==> config.mk <==
export PLATFORM = sky130hd
export DESIGN_NAME = lpm_clk_ctrl
export DESIGN_NICKNAME = d
export VERILOG_FILES = /design/src/rtl/lpm_pkg.sv /design/src/rtl/lpm_req_qual.sv /design/src/rtl/lpm_mode_fsm.sv /design/src/rtl/lpm_clk_en_regs.sv /design/src/rtl/lpm_clk_ctrl.sv
export SDC_FILE = /design/constraint.sdc
export NUM_CORES = 1
export LEC_CHECK = 0
export BUFFER_PORTS_ARGS = -buffer_cell sky130_fd_sc_hd__buf_2
export CAP_MARGIN = 20
export CORE_AREA = 2 2 39 41
export CTS_CLUSTER_SIZE = 12
export DETAILED_ROUTE_END_ITERATION = 10
export DIE_AREA = 0 0 41 43
export PLACE_DENSITY = 0.67
export SYNTH_ARGS = -nofsm -noshare
export SYNTH_HDL_FRONTEND = slang
export SYNTH_SLANG_ARGS = --single-unit
==> constraint.sdc <==
create_clock -name clk_i -period 1.4 [get_ports clk_i]
set_input_delay 0.07 -clock clk_i [delete_from_list [all_inputs] [get_ports clk_i]]
set_output_delay 0.07 -clock clk_i [all_outputs]
set_load 0.01 [all_outputs]
==> src/rtl/lpm_pkg.sv <==
package lpm_pkg;
  typedef enum logic [1:0] {
    MODE_RUN    = 2'b00,
    MODE_WAIT   = 2'b01,
    MODE_STOP   = 2'b10,
    MODE_RELOCK = 2'b11
  } lpm_mode_e;
endpackage

==> src/rtl/lpm_req_qual.sv <==
module lpm_req_qual (
  input  logic wait_req_i,
  input  logic stop_req_i,
  input  logic wait_allow_i,
  input  logic stop_allow_i,
  output logic stop_go_o,
  output logic wait_go_o
);
  // stop has priority when both are allowed
  always_comb begin
    stop_go_o = stop_req_i & stop_allow_i;
    wait_go_o = wait_req_i & wait_allow_i & ~stop_go_o;
  end
endmodule

==> src/rtl/lpm_mode_fsm.sv <==
module lpm_mode_fsm
  import lpm_pkg::*;
(
  input  logic      clk_i,
  input  logic      rst_ni,
  input  logic      stop_go_i,
  input  logic      wait_go_i,
  input  logic      stop_pll_off_i,
  input  logic      wake_i,
  input  logic      pll_lock_i,
  output lpm_mode_e mode_q_o,
  output lpm_mode_e mode_d_o,
  output logic      pll_off_q_o,
  output logic      pll_off_d_o
);
  lpm_mode_e mode_q, mode_d;
  logic      pll_off_q, pll_off_d;

  always_comb begin
    mode_d    = mode_q;
    pll_off_d = pll_off_q;
    unique case (mode_q)
      MODE_RUN: begin
        if (stop_go_i) begin
          mode_d    = MODE_STOP;
          pll_off_d = stop_pll_off_i;
        end else if (wait_go_i) begin
          mode_d = MODE_WAIT;
        end
      end
      MODE_WAIT:   if (wake_i) mode_d = MODE_RUN;
      MODE_STOP:   if (wake_i) mode_d = pll_off_q ? MODE_RELOCK : MODE_RUN;
      MODE_RELOCK: if (pll_lock_i) begin
        mode_d    = MODE_RUN;
        pll_off_d = 1'b0;
      end
      default: mode_d = MODE_RUN;
    endcase
  end

  always_ff @(posedge clk_i or negedge rst_ni) begin
    if (!rst_ni) begin
      mode_q    <= MODE_RUN;
      pll_off_q <= 1'b0;
    end else begin
      mode_q    <= mode_d;
      pll_off_q <= pll_off_d;
    end
  end

  assign mode_q_o    = mode_q;
  assign mode_d_o    = mode_d;
  assign pll_off_q_o = pll_off_q;
  assign pll_off_d_o = pll_off_d;

  a_r5_blocked_stays_run: assert property (@(posedge clk_i) disable iff (!rst_ni)
    (mode_q == MODE_RUN && !stop_go_i && !wait_go_i) |=> (mode_q == MODE_RUN));

  a_r6_stop_wins: assert property (@(posedge clk_i) disable iff (!rst_ni)
    (mode_q == MODE_RUN && stop_go_i) |=> (mode_q == MODE_STOP));

  a_r8_relock_waits_lock: assert property (@(posedge clk_i) disable iff (!rst_ni)
    (mode_q == MODE_RELOCK && !pll_lock_i) |=> (mode_q == MODE_RELOCK));

  a_r4_option_held_in_stop: assert property (@(posedge clk_i) disable iff (!rst_ni)
    (mode_q == MODE_STOP && !wake_i) |=> $stable(pll_off_q));

  a_r9_no_req_outside_run: assert property (@(posedge clk_i) disable iff (!rst_ni)
    (mode_q == MODE_WAIT && !wake_i) |=> (mode_q == MODE_WAIT));
endmodule

==> src/rtl/lpm_clk_en_regs.sv <==
module lpm_clk_en_regs
  import lpm_pkg::*;
#(
  parameter int unsigned NPERIPH = 4
) (
  input  logic               clk_i,
  input  logic               rst_ni,
  input  lpm_mode_e          mode_d_i,
  input  logic               pll_off_d_i,
  input  logic [NPERIPH-1:0] periph_gate_i,
  output logic               core_clk_en_o,
  output logic               sys_clk_en_o,
  output logic [NPERIPH-1:0] periph_clk_en_o,
  output logic               pll_en_o,
  output logic               osc_en_o
);
  logic run_d, periph_live_d, pwr_d;

  always_comb begin
    run_d         = (mode_d_i == MODE_RUN);
    periph_live_d = (mode_d_i == MODE_RUN) || (mode_d_i == MODE_WAIT);
    pwr_d         = !((mode_d_i == MODE_STOP) && pll_off_d_i);
  end

  // registered enables: change only at edges, so gated clocks stay clean
  always_ff @(posedge clk_i or negedge rst_ni) begin
    if (!rst_ni) begin
      core_clk_en_o <= 1'b1;
      sys_clk_en_o  <= 1'b1;
      pll_en_o      <= 1'b1;
      osc_en_o      <= 1'b1;
    end else begin
      core_clk_en_o <= run_d;
      sys_clk_en_o  <= run_d;
      pll_en_o      <= pwr_d;
      osc_en_o      <= pwr_d;
    end
  end

  for (genvar i = 0; i < NPERIPH; i++) begin : g_periph
    always_ff @(posedge clk_i or negedge rst_ni) begin
      if (!rst_ni) periph_clk_en_o[i] <= 1'b1;
      else         periph_clk_en_o[i] <= periph_live_d & ~periph_gate_i[i];
    end
  end

  a_r11_pll_osc_paired: assert property (@(posedge clk_i) disable iff (!rst_ni)
    pll_en_o == osc_en_o);
endmodule

==> src/rtl/lpm_clk_ctrl.sv <==
module lpm_clk_ctrl
  import lpm_pkg::*;
#(
  parameter int unsigned NPERIPH = 4
) (
  input  logic               clk_i,
  input  logic               rst_ni,
  input  logic               wait_req_i,
  input  logic               stop_req_i,
  input  logic               wait_allow_i,
  input  logic               stop_allow_i,
  input  logic               stop_pll_off_i,
  input  logic               wake_i,
  input  logic               pll_lock_i,
  input  logic [NPERIPH-1:0] periph_gate_i,
  output logic [1:0]         mode_o,
  output logic               core_clk_en_o,
  output logic               sys_clk_en_o,
  output logic [NPERIPH-1:0] periph_clk_en_o,
  output logic               pll_en_o,
  output logic               osc_en_o
);
  logic      stop_go, wait_go, pll_off_q, pll_off_d;
  lpm_mode_e mode_q, mode_d;

  lpm_req_qual u_qual (
    .wait_req_i  (wait_req_i),
    .stop_req_i  (stop_req_i),
    .wait_allow_i(wait_allow_i),
    .stop_allow_i(stop_allow_i),
    .stop_go_o   (stop_go),
    .wait_go_o   (wait_go)
  );

  lpm_mode_fsm u_fsm (
    .clk_i         (clk_i),
    .rst_ni        (rst_ni),
    .stop_go_i     (stop_go),
    .wait_go_i     (wait_go),
    .stop_pll_off_i(stop_pll_off_i),
    .wake_i        (wake_i),
    .pll_lock_i    (pll_lock_i),
    .mode_q_o      (mode_q),
    .mode_d_o      (mode_d),
    .pll_off_q_o   (pll_off_q),
    .pll_off_d_o   (pll_off_d)
  );

  lpm_clk_en_regs #(.NPERIPH(NPERIPH)) u_en (
    .clk_i          (clk_i),
    .rst_ni         (rst_ni),
    .mode_d_i       (mode_d),
    .pll_off_d_i    (pll_off_d),
    .periph_gate_i  (periph_gate_i),
    .core_clk_en_o  (core_clk_en_o),
    .sys_clk_en_o   (sys_clk_en_o),
    .periph_clk_en_o(periph_clk_en_o),
    .pll_en_o       (pll_en_o),
    .osc_en_o       (osc_en_o)
  );

  assign mode_o = mode_q;

  a_r3_stop_clocks_off: assert property (@(posedge clk_i) disable iff (!rst_ni)
    (mode_q == MODE_STOP) |-> (!core_clk_en_o && !sys_clk_en_o && periph_clk_en_o == '0));

  a_r4_deep_stop_power: assert property (@(posedge clk_i) disable iff (!rst_ni)
    (mode_q == MODE_STOP) |-> (pll_en_o == !pll_off_q));

  a_r8_relock_power_on: assert property (@(posedge clk_i) disable iff (!rst_ni)
    (mode_q == MODE_RELOCK) |-> (pll_en_o && osc_en_o && !core_clk_en_o && periph_clk_en_o == '0));

  a_r2_wait_core_off: assert property (@(posedge clk_i) disable iff (!rst_ni)
    (mode_q == MODE_WAIT) |-> (!core_clk_en_o && !sys_clk_en_o && pll_en_o));

  a_r7_run_core_on: assert property (@(posedge clk_i) disable iff (!rst_ni)
    (mode_q == MODE_RUN) |-> (core_clk_en_o && sys_clk_en_o && pll_en_o && osc_en_o));
endmodule

# After elaboration in Yosys (flattened, before gate mapping)
# Index checks and enable logic that the tools add are counted.
[classes] n_mux=10 n_reduce_logical=5 eq_ne=5 bitwise=12
[ops] op="2-to-1 mux 2 bit" count=6
[ops] op="one-hot mux 2 bit (4 select lines)" count=1
[ops] op="bitwise AND 1 bit" count=7
[ops] op="equality test 2 bit (second input constant)" count=3
[ops] op="NOT 1 bit" count=5
[ops] op="equality test 2 x 1 -> 1 bit (second input constant)" count=2
[ops] op="logical NOT 2 bit" count=2
[ops] op="2-to-1 mux 1 bit" count=2
[ops] op="one-hot mux 1 bit (2 select lines)" count=1
[ops] op="logical AND 1 bit" count=1
[ops] op="logical NOT 1 bit" count=1
[ops] op="logical OR 1 bit" count=1
[totals] out_inout_bits=10 inputBits=13 elab_cells=40 reg_bits=9

# Depth between registers and ports, before layout
# Gate-level depths: netlist of the first run.
[logic_depth] word_depth=9 ltp_mapped=6 mapped_depth_nobuf=6

# Modules after synthesis
# Synthesis of the first run repeated with hierarchy kept, for this count alone.
[hier_totals] cells_unflattened=43 area_unflattened_um2=469.2
[modules_own_cells] module="lpm_mode_fsm" area_each_um2=251.5 instances=1 cells_per_inst=26 seq_area_each_um2=75.1
[modules_own_cells] module="lpm_clk_en_regs" area_each_um2=198.9 instances=1 cells_per_inst=14 seq_area_each_um2=157.7
[modules_own_cells] module="lpm_req_qual" area_each_um2=18.8 instances=1 cells_per_inst=3 seq_area_each_um2=0.0

# Least setup slack after synthesis of the first run
# No wires, ideal clock.
[synth_timing] path_type="reg2reg" start="register u_fsm.mode_q[0] (netlist: u_fsm.mode_q_o[0])" end="register u_en.pll_en_o" setup_ns=0.087 path_buffers=0 required_time_ns=1.313 t_arrival_ns=1.462 stages_incl_launch_ff=7 setup_slack_ns=-0.149 synth_period_minus_slack_ns=1.549 cell_sequence="dfrtp_1 inv_1 ha_1 and4b_1 a21oi_1 o21ai_0 nand3b_4"
[synth_between] word_cells_on_any_way=14 cone_classes="eq/ne (4); mux (7); reduce/logical (3)"
[synth_lines] element="start, declared" line_no="lpm_mode_fsm.sv:16" source="lpm_mode_e mode_q, mode_d;"
[synth_lines] element="start signal, assigned" line_no="lpm_mode_fsm.sv:46" source="mode_q <= mode_d;"
[synth_lines] element="equality test 2 bit / logical NOT 2 bit (equally long branches)" line_no="lpm_mode_fsm.sv:22" source="unique case (mode_q)"
[synth_lines] element="one-hot mux 1 bit (2 select lines) (*)" line_no="lpm_mode_fsm.sv:22"
[synth_lines] element="named net pll_off_d" line_no="lpm_clk_ctrl.sv:23" source="logic stop_go, wait_go, pll_off_q, pll_off_d;"
[synth_lines] element="logical AND 1 bit (*)" line_no="lpm_clk_en_regs.sv:22" source="pwr_d = !((mode_d_i == MODE_STOP) && pll_off_d_i);"
[synth_lines] element="logical NOT 1 bit (*)" line_no="lpm_clk_en_regs.sv:22"
[synth_lines] element="named net u_en.pwr_d" line_no="lpm_clk_en_regs.sv:17" source="logic run_d, periph_live_d, pwr_d;"
[synth_lines] element="end signal, assigned" line_no="lpm_clk_en_regs.sv:35" source="pll_en_o <= pwr_d;"
[synth_lines] element="end, declared" line_no="lpm_clk_en_regs.sv:14" source="output logic pll_en_o,"
# Mark *: on every way through the listed nets, which the timed path passes. The rest lies on a longest branch.

# Worst setup path in the final report of the first run
[layout_timing] start="register u_fsm.mode_q[1] (netlist: u_fsm.mode_q_o[1])" end="register u_en.pll_en_o"
[layout_between] word_cells_on_any_way=14 cone_classes="eq/ne (4); mux (7); reduce/logical (3)"
[layout_lines] element="equality test 2 bit (tied with other cells)" line_no="lpm_mode_fsm.sv:22"
[layout_lines] element="one-hot mux 2 bit (4 select lines) (*)" line_no="lpm_mode_fsm.sv:22"
[layout_lines] element="named net mode_d[0]" line_no="lpm_clk_ctrl.sv:24" source="lpm_mode_e mode_q, mode_d;"
[layout_lines] element="equality test 2 bit (*)" line_no="lpm_clk_en_regs.sv:22"
[layout_lines] element="logical AND 1 bit (*)" line_no="lpm_clk_en_regs.sv:22"
[layout_lines] element="logical NOT 1 bit (*)" line_no="lpm_clk_en_regs.sv:22"
[layout_lines] element="named net u_en.pwr_d" line_no="lpm_clk_en_regs.sv:17"
# Marks and branches as above.

==> flow_metrics.env, run 1 <==
export IMPL_sequentialPowerShare_pct=33.6
export IMPL_globalplace_congestion=0.663
export IMPL_io_pins=23
export IMPL_overflow=0
export IMPL_core_rowCount=14
export IMPL_synth_area_per_cell_um2=11.5
export IMPL_grt_pass1_vias=446
export IMPL_synth_top_area_cell="dfstp_2"
export IMPL_drc=0
export IMPL_antenna_left=0
export IMPL_hold_path_class="in -> async"
export IMPL_hold_viol_final=0
export IMPL_viasPerCell=4.59
export IMPL_async_flop_share_pct=100
export IMPL_firstDrtPassIters=4
export IMPL_skew_ns=0.00658
export IMPL_drive_gt1_share_pct=67.6
export IMPL_p_sw_mw=0.505
export IMPL_cts_buffer_depth=2
export IMPL_slew_headroom_pct=83.4
export IMPL_clkPwrFrac_pct=14.0
export IMPL_synth_compound_area_share_pct=10.6
export IMPL_timing_hold_ws_ns=0.201
export IMPL_ir_worst_vdd_mv=0.748
export IMPL_drv_cap=0
export IMPL_start_util_pct=34.0
export IMPL_drv_slew=0
export IMPL_grt_max_degree=10
export IMPL_diodes=0
export IMPL_worst_slew_pin_slew_ns=0.245
export IMPL_cts_tree="done"
export IMPL_muxShareOfSynthArea_pct=0
export IMPL_routedWlPerCell_um=12.1
export IMPL_synthFlopType="dfstp_2"
export IMPL_internal_power_mw=0.878
export IMPL_synthAdderAreaFrac_pct=10.6
export IMPL_fillers=118
export IMPL_ys_seq_area_share_pct=49.5
export IMPL_clk_pin_slew_worst_paths_ns=0.06
export IMPL_criticalPathCategory="reg -> reg"
export IMPL_grt_pass1_wl_um=1770
export IMPL_rsz0062_at_grt="true"
export IMPL_crit_path_start_kind="register"
export IMPL_track_usage_pct=15.1
export IMPL_violations="negative setup slack"
export IMPL_power_density_nw_per_um2=1850
export IMPL_dp_hpwl_um=788
export IMPL_yosys_warnings=0
export IMPL_cts_buffers=3
export IMPL_wirelength_um=1090
export IMPL_swShare_pct=36.5
export IMPL_synth_top_area_share_pct=33.5
export IMPL_syn_inst=41
export IMPL_port_buffers=22
export IMPL_cts_sinks=9
export IMPL_setup_viol=6
export IMPL_path_max_fanout=5
export IMPL_synthXorXnorAreaFrac_pct=0
export IMPL_synthTopCellsByCount="dfstp_2, nor2_1, ha_1"
export IMPL_die_area_um2=1760
export IMPL_ys_seq_elements=9
export IMPL_die_x_um=41
export IMPL_clockRootBuffer="clkbuf_4"
export IMPL_leakage_nw=0.398
export IMPL_core_area_um2=1380
export IMPL_pwr_share_comb_pct=52.4
export IMPL_area_growth_pct=59.3
export IMPL_synthTopCellsByArea="dfstp_2, dfrtp_1, ha_1"
export IMPL_antenna_found_initial=0
export IMPL_nets=92
export IMPL_yosys_area_share_simple_pct=22.9
export IMPL_required_ns=1.58
export IMPL_synth_nets=58
export IMPL_finalCritPeriodShare_pct=105
export IMPL_cts_setup_buffers=0
export IMPL_status="complete, but fails checks"
export IMPL_clock_fmax_mhz=683
export IMPL_yosysUniqueCellTypes=20
export IMPL_synth_top_family_by_area="simple AND/OR/NAND/NOR gates"
export IMPL_finalWorstSetupSlack_ns=-0.0650
export IMPL_synth_area_um2=470
export IMPL_synth_edf_count=0
export IMPL_via_count=413
export IMPL_finalSetupTns_ns=-0.146
export IMPL_drt_iter0_markers=15
export IMPL_clkLatencyLatePin_ns=0.25
export IMPL_htree_num_levels=1
export IMPL_end_kind="register"
export IMPL_period_needed_ns=1.47
export IMPL_die_h_um=43
export IMPL_multi_input_area_um2=262
export IMPL_regArea_um2=234
export IMPL_cp_arrival_ns=1.64
==> metrics by stage <==
step	instance area, µm²	std cells	power [mW]	setup WS (ns)	utilization (%)
after floorplan	487	41	0.850	-0.0454	-
after global placement	632	81	1.09	-0.0409	45.7
after detailed placement	632	81	1.10	-0.0765	45.7
after CTS	736	90	1.36	-0.0698	53.2
after global routing	749	90	1.48	-0.133	54.2
final	749	90	1.38	-0.0650	54.2
==> layer usage <==
metal | global-route usage, % | up-vias | share of wire [%]
li1 | - | 205 | -
met1 | 15.9 | 200 | 38
met2 | 25.0 | 8 | 59
met3 | 3.14 | 0 | 1.9
met4 | 10.0 | 0 | 0
met5 | 0 | - | 0
==> placed cells by master, fill, tap and decap left out, drive strengths merged, types with 2 or more instances in the layout <==
master and n:
buf 26, dfstp 6, nor2 6, dlygate4sd3 5, clkbuf 4, inv 4
ha 4, nand3 3, dfrtp 3, o21ai 2
==> final cells by class <==
type                       count  share of cell area (%)
multi-input combinational     26                    34.9
sequential                     9                    31.2
tap                           16                    2.67
inverter                       4                    2.34
timing repair buffer          31                    25.4
clock buffer                   4                    3.51
==> registers in the layout (all words and copies together), names as in the netlist <==
signal / flops
u_en.pll_en_o: 1
u_fsm.pll_off_q_o: 1
u_en.core_clk_en_o: 1
u_fsm.mode_q_o: 2
u_en.periph_clk_en_o: 4
==> power by group through the flow <==
stage	clock [mW]	combinational (mW)	sequential [mW]
3_3_place_gp	0	0.639	0.456
6_report	0.194	0.724	0.465
5_1_grt	0.213	0.794	0.476
3_5_place_dp	0	0.635	0.462
2_1_floorplan	0	0.343	0.507
4_1_cts	0.198	0.698	0.464
==> worst paths after layout <==
path | startpoint | endpoint | slack (ns) | cells past startpoint
min in group clk_i | wait_req_i | u_fsm.mode_q_o[0] | 0.27 | 4
worst max-delay path | u_fsm.mode_q_o[1] | u_en.pll_en_o | -0.07 | 6
max in group asynchronous | rst_ni | u_en.pll_en_o | 0.96 | 2
worst max register to register | u_fsm.mode_q_o[1] | u_en.pll_en_o | -0.07 | 6
worst min register to register | u_fsm.mode_q_o[1] | u_en.core_clk_en_o | 0.75 | 2
worst min-delay path | rst_ni | u_fsm.pll_off_q_o | 0.20 | 2
==> kinds of logic (layout without fill, tap and decap cells) <==
family / Yosys count / in the layout
adders and majority gates: 4 / 4
buffers and inverters: 6 / 39
DFF: 9 / 9
and+or+nand+nor: 15 / 15
AOI/OAI and AO/OA: 7 / 7
==> what timing repair did <==
action,CTS,global route
gates resized for setup,7,2
pin swaps,4,1
endpoints found under the setup margin,7,9
endpoints found under the hold margin,13,0
hold buffers,5,0
==> worst max-delay path: stages (launching register included) <==
cell and delay (ns):
dfrtp_2 0.45, inv_4 0.09, ha_4 0.16, nand4b_4 0.14, inv_2 0.04, o311a_4 0.36, nand3b_4 0.15
Power figures use the tool's default switching activity.
==> run 2, diff against run 1 <==
Settings changed: SKIP_CTS_REPAIR_TIMING set to 1.
==> run 2 against run 1 <==
The flow still finishes with violations (negative setup slack). Via count increased by 5.8%. First-iteration DRC count decreased by 6.7%. Critical path depth unchanged. Maximum frequency decreased by 2.1%. Sequential power increased by 4%. Count of clock-buffer cells in the layout unchanged. Core utilization increased by 2.9 points. Largest power group unchanged.
==> flow_metrics.env, run 2 (same netlist as run 1, synthesis figures left out) <==
export IMPL_largest_reg_flops=4
export IMPL_nets=94
export IMPL_die_h_um=43
export IMPL_hold_path_class="in -> async"
export IMPL_hold_viol_final=0
export IMPL_grt_max_degree=10
export IMPL_gr_max_usage_layer="met2"
export IMPL_drive_gt1_share_pct=72.4
export IMPL_diodes=0
export IMPL_cts_tree="done"
export IMPL_skew_ns=0.00603
export IMPL_ir_worst_vdd_mv=0.744
export IMPL_end_kind="register"
export IMPL_finalCritPeriodShare_pct=107
export IMPL_cts_sinks=9
export IMPL_use_met2_pct=19.7
export IMPL_finalWorstSetupSlack_ns=-0.0965
export IMPL_core_rowCount=14
export IMPL_clock_fmax_mhz=668
export IMPL_grt_pass1_vias=378
export IMPL_worst_r2r_endpoint="u_en.pll_en_o"
export IMPL_grt_pass1_wl_um=1510
export IMPL_antenna_left=0
export IMPL_clkLatencyLatePin_ns=0.25
export IMPL_violations="negative setup slack"
export IMPL_overflow=0
export IMPL_io_pins=23
export IMPL_rsz0062_at_grt="true"
export IMPL_r2r_slack_ns=-0.1
export IMPL_clk_pin_slew_worst_paths_ns=0.05
export IMPL_dpl_instance_area_um2=632
export IMPL_setup_viol=6
export IMPL_cp_cell_sequence="inv_4, ha_4, nand4b_4, inv_2, o311a_4, nand3b_4"
export IMPL_crit_path_start_kind="register"
export IMPL_status="complete, but fails checks"
export IMPL_cts_buffer_depth=2
export IMPL_htree_num_levels=1
export IMPL_antenna_found_initial=0
export IMPL_met3_usage_pct=3.14
export IMPL_globalplace_congestion=0.663
export IMPL_worst_slew_pin_slew_ns=0.248
export IMPL_regArea_um2=235
export IMPL_dp_hpwl_um=788
export IMPL_leakage_nw=0.409
export IMPL_criticalPathCategory="reg -> reg"
export IMPL_port_buffers=22
export IMPL_track_usage_pct=13.0
export IMPL_firstDrtPassIters=4
export IMPL_routedWlPerCell_um=12.5
export IMPL_drt_iter0_markers=14
export IMPL_die_area_um2=1760
export IMPL_cts_buffers=3
export IMPL_regToRegStartpoint="u_fsm.mode_q_o[1]"
export IMPL_cp_arrival_ns=1.67
export IMPL_utilization_pct=57.1
export IMPL_start_util_pct=34.0
export IMPL_final_common_cell="buf_2"
export IMPL_finalSetupTns_ns=-0.144
export IMPL_viasPerCell=4.75
export IMPL_crit_buf_inv=2
export IMPL_cp_slowest_stage_delay_ns=0.47
export IMPL_multi_input_area_um2=283
export IMPL_fin_area_um2=790
export IMPL_cp_slowest_cell="dfrtp_2"
export IMPL_ff2ff_path_depth=6
export IMPL_period_needed_ns=1.50
export IMPL_drc=0
export IMPL_via_count=437
export IMPL_timing_hold_ws_ns=0.203
export IMPL_drv_cap=0
export IMPL_use_met1_pct=14.9
export IMPL_clockRootBuffer="clkbuf_4"
export IMPL_cp_top_family="flip-flops"
export IMPL_top_register="u_en.periph_clk_en_o"
export IMPL_slew_headroom_pct=83.5
export IMPL_drv_slew=0
export IMPL_power_density_nw_per_um2=1860
export IMPL_wirelength_um=1150
export IMPL_mostFrequentLayoutCells="buf_2, buf_4, dfstp_2"
export IMPL_area_growth_pct=67.8
export IMPL_die_x_um=41
export IMPL_power_total_mw=1.47
export IMPL_required_ns=1.58
export IMPL_path_max_fanout=5
export IMPL_core_area_um2=1380
export IMPL_fillers=111
-- run 2: power by group --
group          switching (mW)  total (mW)  leakage (nW)  internal, mW
Combinational           0.371       0.789         0.295         0.418
Clock                  0.0829       0.192        0.0150         0.109
Sequential             0.0830       0.483        0.0994         0.400
Total                   0.537        1.47         0.409         0.928
-- run 2: worst max path at each step --
| stage | from | end | slack [ns] | depth (start not counted) |
|---|---|---|---|---|
| after floorplan | u_fsm.mode_q_o[0] | u_en.pll_en_o | -0.05 | 5 |
| after global placement | u_fsm.mode_q_o[1] | u_en.pll_en_o | -0.04 | 6 |
| after detailed placement | u_fsm.mode_q_o[0] | u_en.pll_en_o | -0.08 | 5 |
| after CTS | u_fsm.mode_q_o[0] | u_en.pll_en_o | -0.09 | 5 |
| after global routing | u_fsm.mode_q_o[1] | u_en.pll_en_o | -0.15 | 6 |
| final | u_fsm.mode_q_o[1] | u_en.pll_en_o | -0.1 | 6 |
-- run 2: per-stage QoR --
| stage | setup slack (ns) | cells |
|---|---|---|
| 6_report | -0.0965 | 92 |
| 5_1_grt | -0.150 | 92 |
| 4_1_cts | -0.0890 | 85 |
| 3_5_place_dp | -0.0765 | 81 |
| 3_3_place_gp | -0.0409 | 81 |
| 2_1_floorplan | -0.0454 | 41 |
-- run 2: worst reg2reg max path, cell delays in order, from the launching register on --
cell and delay, ns:
dfrtp_2 0.47, inv_4 0.10, ha_4 0.16, nand4b_4 0.15
inv_2 0.05, o311a_4 0.36, nand3b_4 0.15
-- run 2: metal layers --
layer / up-vias / routed length, µm / share of wire, %
met3: 2 / 54 / 4.7
met1: 202 / 427 / 37
met4: 0 / 5 / 0.43
met2: 19 / 665 / 58
li1: 214 / - / -
met5: - / 0 / 0
-- run 2: area by class of cell --
class                      instances  area share, %
inverter                           4           2.54
tap                               16           2.54
multi-input combinational         26           35.8
sequential                         9           29.8
timing repair buffer              33           26.0
clock buffer                       4           3.33
